--- src/rtl/cmpl_poll_pkg.sv ---
package cmpl_poll_pkg;
  typedef enum logic [1:0] {
    ST_IDLE = 2'd0,
    ST_POLL = 2'd1,
    ST_CONF = 2'd2
  } poll_st_e;
endpackage

--- src/rtl/poll_counter.sv ---
// Counts status reads and flags the last permitted one.
module poll_counter #(
  parameter int CW = 16
) (
  input  logic          clk,
  input  logic          rst_n,
  input  logic          load_i,
  input  logic [CW-1:0] limit_i,
  input  logic          inc_i,
  output logic          last_o
);
  logic [CW-1:0] cnt_q, lim_q;
  logic [CW:0]   cnt_nxt;

  assign cnt_nxt = {1'b0, cnt_q} + {{CW{1'b0}}, 1'b1};
  // A limit of 0 behaves as 1: the first read is already the last.
  assign last_o  = cnt_nxt >= {1'b0, lim_q};

  always_ff @(posedge clk or negedge rst_n) begin
    if (!rst_n) begin
      cnt_q <= '0;
      lim_q <= '0;
    end else if (load_i) begin
      cnt_q <= '0;
      lim_q <= limit_i;
    end else if (inc_i) begin
      cnt_q <= cnt_nxt[CW-1:0];
    end
  end
endmodule

--- src/rtl/poll_fsm.sv ---
// Sequencer: idle -> status polling -> confirm read -> idle.
module poll_fsm
  import cmpl_poll_pkg::*;
(
  input  logic     clk,
  input  logic     rst_n,
  input  logic     start_i,
  input  logic     ack_i,
  input  logic     hit_i,
  input  logic     last_i,
  output poll_st_e state_o,
  output logic     accept_o,
  output logic     fin_conf_o,
  output logic     fin_to_o
);
  poll_st_e state_q, state_d;

  always_comb begin
    state_d    = state_q;
    accept_o   = 1'b0;
    fin_conf_o = 1'b0;
    fin_to_o   = 1'b0;
    case (state_q)
      ST_IDLE: begin
        if (start_i) begin
          accept_o = 1'b1;
          state_d  = ST_POLL;
        end
      end
      ST_POLL: begin
        if (ack_i) begin
          if (hit_i) begin
            state_d = ST_CONF;
          end else if (last_i) begin
            fin_to_o = 1'b1;
            state_d  = ST_IDLE;
          end
        end
      end
      ST_CONF: begin
        if (ack_i) begin
          fin_conf_o = 1'b1;
          state_d    = ST_IDLE;
        end
      end
      default: state_d = ST_IDLE;
    endcase
  end

  always_ff @(posedge clk or negedge rst_n) begin
    if (!rst_n) state_q <= ST_IDLE;
    else        state_q <= state_d;
  end

  assign state_o = state_q;
endmodule

--- src/rtl/poll_judge.sv ---
// Registers the outcome: result word, flags and the done pulse.
module poll_judge #(
  parameter int DW = 16
) (
  input  logic          clk,
  input  logic          rst_n,
  input  logic          accept_i,
  input  logic          fire_i,
  input  logic [DW-1:0] rdata_i,
  input  logic          fin_conf_i,
  input  logic          fin_to_i,
  input  logic          is_prog_i,
  input  logic [DW-1:0] wdata_i,
  output logic          done_o,
  output logic          ok_o,
  output logic          timeout_o,
  output logic          mismatch_o,
  output logic [DW-1:0] result_o
);
  logic bad_word;
  assign bad_word = is_prog_i && (rdata_i != wdata_i);

  always_ff @(posedge clk or negedge rst_n) begin
    if (!rst_n) begin
      done_o     <= 1'b0;
      ok_o       <= 1'b0;
      timeout_o  <= 1'b0;
      mismatch_o <= 1'b0;
      result_o   <= '0;
    end else begin
      done_o <= fin_conf_i | fin_to_i;
      if (accept_i) begin
        ok_o       <= 1'b0;
        timeout_o  <= 1'b0;
        mismatch_o <= 1'b0;
      end else if (fin_conf_i) begin
        ok_o       <= !bad_word;
        mismatch_o <= bad_word;
      end else if (fin_to_i) begin
        timeout_o  <= 1'b1;
      end
      if (fire_i) result_o <= rdata_i;
    end
  end
endmodule

--- src/rtl/cmpl_poll_ctrl.sv ---
module cmpl_poll_ctrl
  import cmpl_poll_pkg::*;
#(
  parameter int AW       = 20,
  parameter int DW       = 16,
  parameter int CW       = 16,
  parameter int FLAG_BIT = 7
) (
  input  logic          clk,
  input  logic          rst_n,
  input  logic          start_i,
  input  logic          erase_i,
  input  logic [AW-1:0] addr_i,
  input  logic [DW-1:0] wdata_i,
  input  logic [CW-1:0] limit_i,
  output logic          rd_req_o,
  output logic [AW-1:0] rd_addr_o,
  input  logic          rd_ack_i,
  input  logic [DW-1:0] rd_data_i,
  output logic          busy_o,
  output logic          done_o,
  output logic          ok_o,
  output logic          timeout_o,
  output logic          mismatch_o,
  output logic [DW-1:0] result_o
);
  poll_st_e      state;
  logic          accept, fin_conf, fin_to, last, hit, fire;
  logic [AW-1:0] addr_q;
  logic [DW-1:0] wdata_q;
  logic          prog_q, exp_q;

  always_ff @(posedge clk or negedge rst_n) begin
    if (!rst_n) begin
      addr_q  <= '0;
      wdata_q <= '0;
      prog_q  <= 1'b0;
      exp_q   <= 1'b0;
    end else if (accept) begin
      addr_q  <= addr_i;
      wdata_q <= wdata_i;
      prog_q  <= !erase_i;
      exp_q   <= erase_i | wdata_i[FLAG_BIT];
    end
  end

  assign rd_req_o  = (state == ST_POLL) || (state == ST_CONF);
  assign rd_addr_o = addr_q;
  assign busy_o    = (state != ST_IDLE);
  assign fire      = rd_req_o && rd_ack_i;
  assign hit       = (rd_data_i[FLAG_BIT] == exp_q);

  poll_fsm u_fsm (
    .clk       (clk),
    .rst_n     (rst_n),
    .start_i   (start_i),
    .ack_i     (rd_ack_i),
    .hit_i     (hit),
    .last_i    (last),
    .state_o   (state),
    .accept_o  (accept),
    .fin_conf_o(fin_conf),
    .fin_to_o  (fin_to)
  );

  poll_counter #(.CW(CW)) u_cnt (
    .clk    (clk),
    .rst_n  (rst_n),
    .load_i (accept),
    .limit_i(limit_i),
    .inc_i  (fire && (state == ST_POLL)),
    .last_o (last)
  );

  poll_judge #(.DW(DW)) u_judge (
    .clk       (clk),
    .rst_n     (rst_n),
    .accept_i  (accept),
    .fire_i    (fire),
    .rdata_i   (rd_data_i),
    .fin_conf_i(fin_conf),
    .fin_to_i  (fin_to),
    .is_prog_i (prog_q),
    .wdata_i   (wdata_q),
    .done_o    (done_o),
    .ok_o      (ok_o),
    .timeout_o (timeout_o),
    .mismatch_o(mismatch_o),
    .result_o  (result_o)
  );
endmodule

--- config.mk ---
export PLATFORM = sky130hd
export DESIGN_NAME = cmpl_poll_ctrl
export DESIGN_NICKNAME = d
export VERILOG_FILES = /design/src/rtl/cmpl_poll_pkg.sv /design/src/rtl/poll_counter.sv /design/src/rtl/poll_fsm.sv /design/src/rtl/poll_judge.sv /design/src/rtl/cmpl_poll_ctrl.sv
export SDC_FILE = /design/constraint.sdc
export NUM_CORES = 1
export LEC_CHECK = 0
export CAP_MARGIN = 20
export CORE_UTILIZATION = 49
export CTS_CLUSTER_DIAMETER = 150
export CTS_CLUSTER_SIZE = 8
export DETAILED_ROUTE_END_ITERATION = 10
export GPL_TIMING_DRIVEN = 0
export PLACE_DENSITY_LB_ADDON = 0.05
export SYNTH_ARGS = -nofsm -noshare
export SYNTH_HDL_FRONTEND = slang
export SYNTH_HIERARCHICAL = 1
export SYNTH_SLANG_ARGS = --single-unit
export TNS_END_PERCENT = 1
--- constraint.sdc ---
create_clock -name clk -period 3.7 [get_ports clk]
set_input_delay 0.555 -clock clk [delete_from_list [all_inputs] [get_ports clk]]
set_output_delay 0.555 -clock clk [all_outputs]
set_load 0.01 [all_outputs]
==> run metrics <==
Placed Cells=614; ys flop type=dfrtp_1; ant diodes=0; Setup CP Type=flop to flop; Rel. slew slack=63.6%; Site Rows=34; Slew Limit Fails=0; DR iter-0 viols=109; Die ar.=9670 µm²; Power Density=689 nW/µm²; Seq/Total Area, Yosys=50.6%; most common cell in the netlist=dfrtp_1; RSZ-0062 raised after global routing=false; Syn Inst Count=390; Max Clk Rate=317 MHz; Worst-Skew Late Latency=0.36 ns; most frequent CP cell=ha_1; CP max stage cell=dfrtp_1; # hold bufs at CTS=0; syn avg cell area=11.7 µm²; via count=3,297; Worst Skew=0.0104 ns; Num CTS Buffers=9; Synth area leaders=dfrtp_1 (51%), mux2_2 (11%), ha_1 (5.2%), xor2_1 (4.8%), xnor2_1 (3.1%); layout cells sized above 1=17.5%; Setup violations, final=0; post-DR vias/cell=5.24; number of gates resized after CTS=0; register area=2300 µm²; FF+latch count, synth=92; Tightest Pin Transition=0.546 ns; NumNets Final=609; CORE AREA=8850 µm²; CP peak stage delay=0.45 ns; drt pass-1 iters=6; CTS Buffer Depth=2; Post-synth EDFFs=0; Peak VDD IR=383 µV; Die Width=98.3 µm; Critical Path End Type=flop; vias in the first global route=3,421; drt total wl=9.80 mm; Die Height=98.3 µm; post-CTS setup repair buffer count=0; FFs w/ async S/R, synth=100%; Clock Pin Slew Worst Setup and Hold Paths=0.09 ns; post-layout util=68.5%; status=completed; syn_nets=482; Arrival @ worst endpoint=3.40 ns; clock sinks=92; Initial Utilization=51.4%; total chip power=4.18 mW; Layout Cells excl Fill=629; pin count of the biggest net entering global routing=62; Clk Tree Root Cell=clkbuf_8; post-route ant nets=0; Port Buffer Count=114; Synth Warn #=6; grt ovf=0; Synth top area share=50.6%; CP required=3.95 ns; Pleak=2.68 nW; Yosys top cell by area=dfrtp_1; count of final hold-check violations=0; design area=6060 µm²; DRC Markers=0; Net Sw Power=1.33 mW; Mapped Area=4550 µm²; placed inst area=5860 µm²; Commonest cells post-synth=dfrtp_1 (92), mux2_2 (46), nor2_1 (26); post-layout min period=3.15 ns; DP HPWL=7.30 mm; clock share of power=17.3%; wire per inst=15.6 µm; Final period util=85.3%; max cap viols=0; CTS tree=done; first-pass GRT wire length=16.4 mm; part of the power in combinational logic=43.1%; Worst Hold Class=input pin to asynchronous set/reset pin; worst reg-to-reg setup slack=0.55 ns; Fin Setup TNS=0 ns; Crit Path Max Fanout=6; P_int=2.85 mW; Ports=115; Final GP Congestion=0.828; Multi-input gate area=2060 µm²; Flop pwr share=39.6%; sw frac=31.8%; critical-path cell list=ha_1 > and4_1 > nand2_1 > xnor2_1 > ha_1 > a21o_1 > a221o_1 > a211oi_1 > o221ai_1 > nand4b_1 > nor2_1 > or2_2; Netlist cell types=48; CTS H-tree lvls=3; Filler Cells Inserted=722; Synth-to-Final Area Change=33.3%; startpoint types=flop; initial antenna violation count=0; GRT Total Usage=21.6%
-- worst max-delay path: cells and delay by family, from the launching register on --
kind / cells / cell delay (ns)
compound gates: 4 / 0.96
simple gates: 5 / 0.90
xor+xnor: 1 / 0.13
flops: 1 / 0.45
fa+ha+maj: 2 / 0.60
-- routing by layer --
| metal | global-route usage (%) | vias to the layer above | part of all wire (%) |
|---|---|---|---|
| met3 | 6.23 | 10 | 6.2 |
| met1 | 26.8 | 1610 | 42 |
| met2 | 36.7 | 70 | 50 |
| met5 | 0 | - | 0 |
| met4 | 6.54 | 0 | 1.3 |
| li1 | - | 1607 | - |
-- placed cells by master, fill, tap and decap left out, types with 2 or more instances in the layout --
cell type,synthesis,final
nand4_2,2,2
xor2_1,25,25
buf_2,6,6
nand3_1,10,10
nor3_1,4,4
mux2_2,46,46
clkdlybuf4s50_1,0,113
mux2i_1,2,2
mux2_4,7,7
a21oi_1,10,10
or4_1,2,2
clkinvlp_4,0,2
a21o_1,6,6
o31ai_1,2,2
bufinv_16,0,2
nand4b_1,2,2
or2_2,2,2
o21ai_0,17,17
nand4_1,6,6
and2_1,3,3
clkbuf_8,0,9
and4_1,2,2
nand2_1,24,24
inv_1,22,22
dfrtp_1,92,92
nor4_1,5,5
buf_6,2,2
xnor2_1,16,16
buf_4,3,5
ha_1,19,19
clkbuf_1,5,7
nand2b_1,3,3
nor2_1,26,26
-- area by class of cell --
cell class	count	share of cell area (%)
plain buffers	17	1.63
clock buffers	11	2.17
clock inverters	4	1.24
inverters	22	1.36
multi-input cells	259	34.0
flip-flops and latches	92	38.0
well taps	108	2.23
repair buffers	116	19.4
-- logic make-up (layout without fill, tap and decap cells) --
family	count (synthesis)	after routing	synth area share, %
buf+inv	39	170	3.99
mux	55	55	14.1
xor+xnor	41	41	7.90
flops	92	92	50.6
fa+ha+maj	19	19	5.23
simple gates	100	100	12.1
compound gates	44	44	6.05
-- worst paths after layout --
| check | from | to | cells after the start |
|---|---|---|---|
| max | u_cnt/cnt_q[0] | u_judge/done_o | 12 |
| min reg2reg | prog_q | u_judge/ok_o | 1 |
| min in group clk | prog_q | u_judge/ok_o | 1 |
| max reg2reg | u_cnt/cnt_q[0] | u_judge/done_o | 12 |
| max in group asynchronous | rst_n | wdata_q[6] | 2 |
| min | rst_n | rd_addr_o[8] | 1 |
-- through the flow --
stage | hold slack [ns] | setup slack (ns)
after CTS | 0.131 | 0.521
after detailed placement | 0.483 | 0.545
final | 0.124 | 0.545
after floorplan | 0.259 | 0.906
after global routing | 0.152 | 0.272
after global placement | 0.480 | -1.40
-- power by group through the flow --
stage               Combinational (mW)  Sequential [mW]  Clock [mW]
finish                            1.80             1.65       0.724
CTS                               1.83             1.66       0.747
detailed placement                1.81             1.68           0
global placement                  1.76             1.66           0
floorplan                        0.925             1.75           0
global route                      1.98             1.71       0.782
-- state kept, by name, indices dropped and copies added, names as in the netlist --
name and count:
rd_addr_o 20, prog_q 1, u_cnt/lim_q 16, u_judge/result_o 16
wdata_q 16, u_fsm/state_o 2, u_judge/mismatch_o 1, u_judge/timeout_o 1
u_cnt/cnt_q 16, exp_q 1, u_judge/done_o 1, u_judge/ok_o 1
No activity file was read; power rests on OpenSTA's default activity.
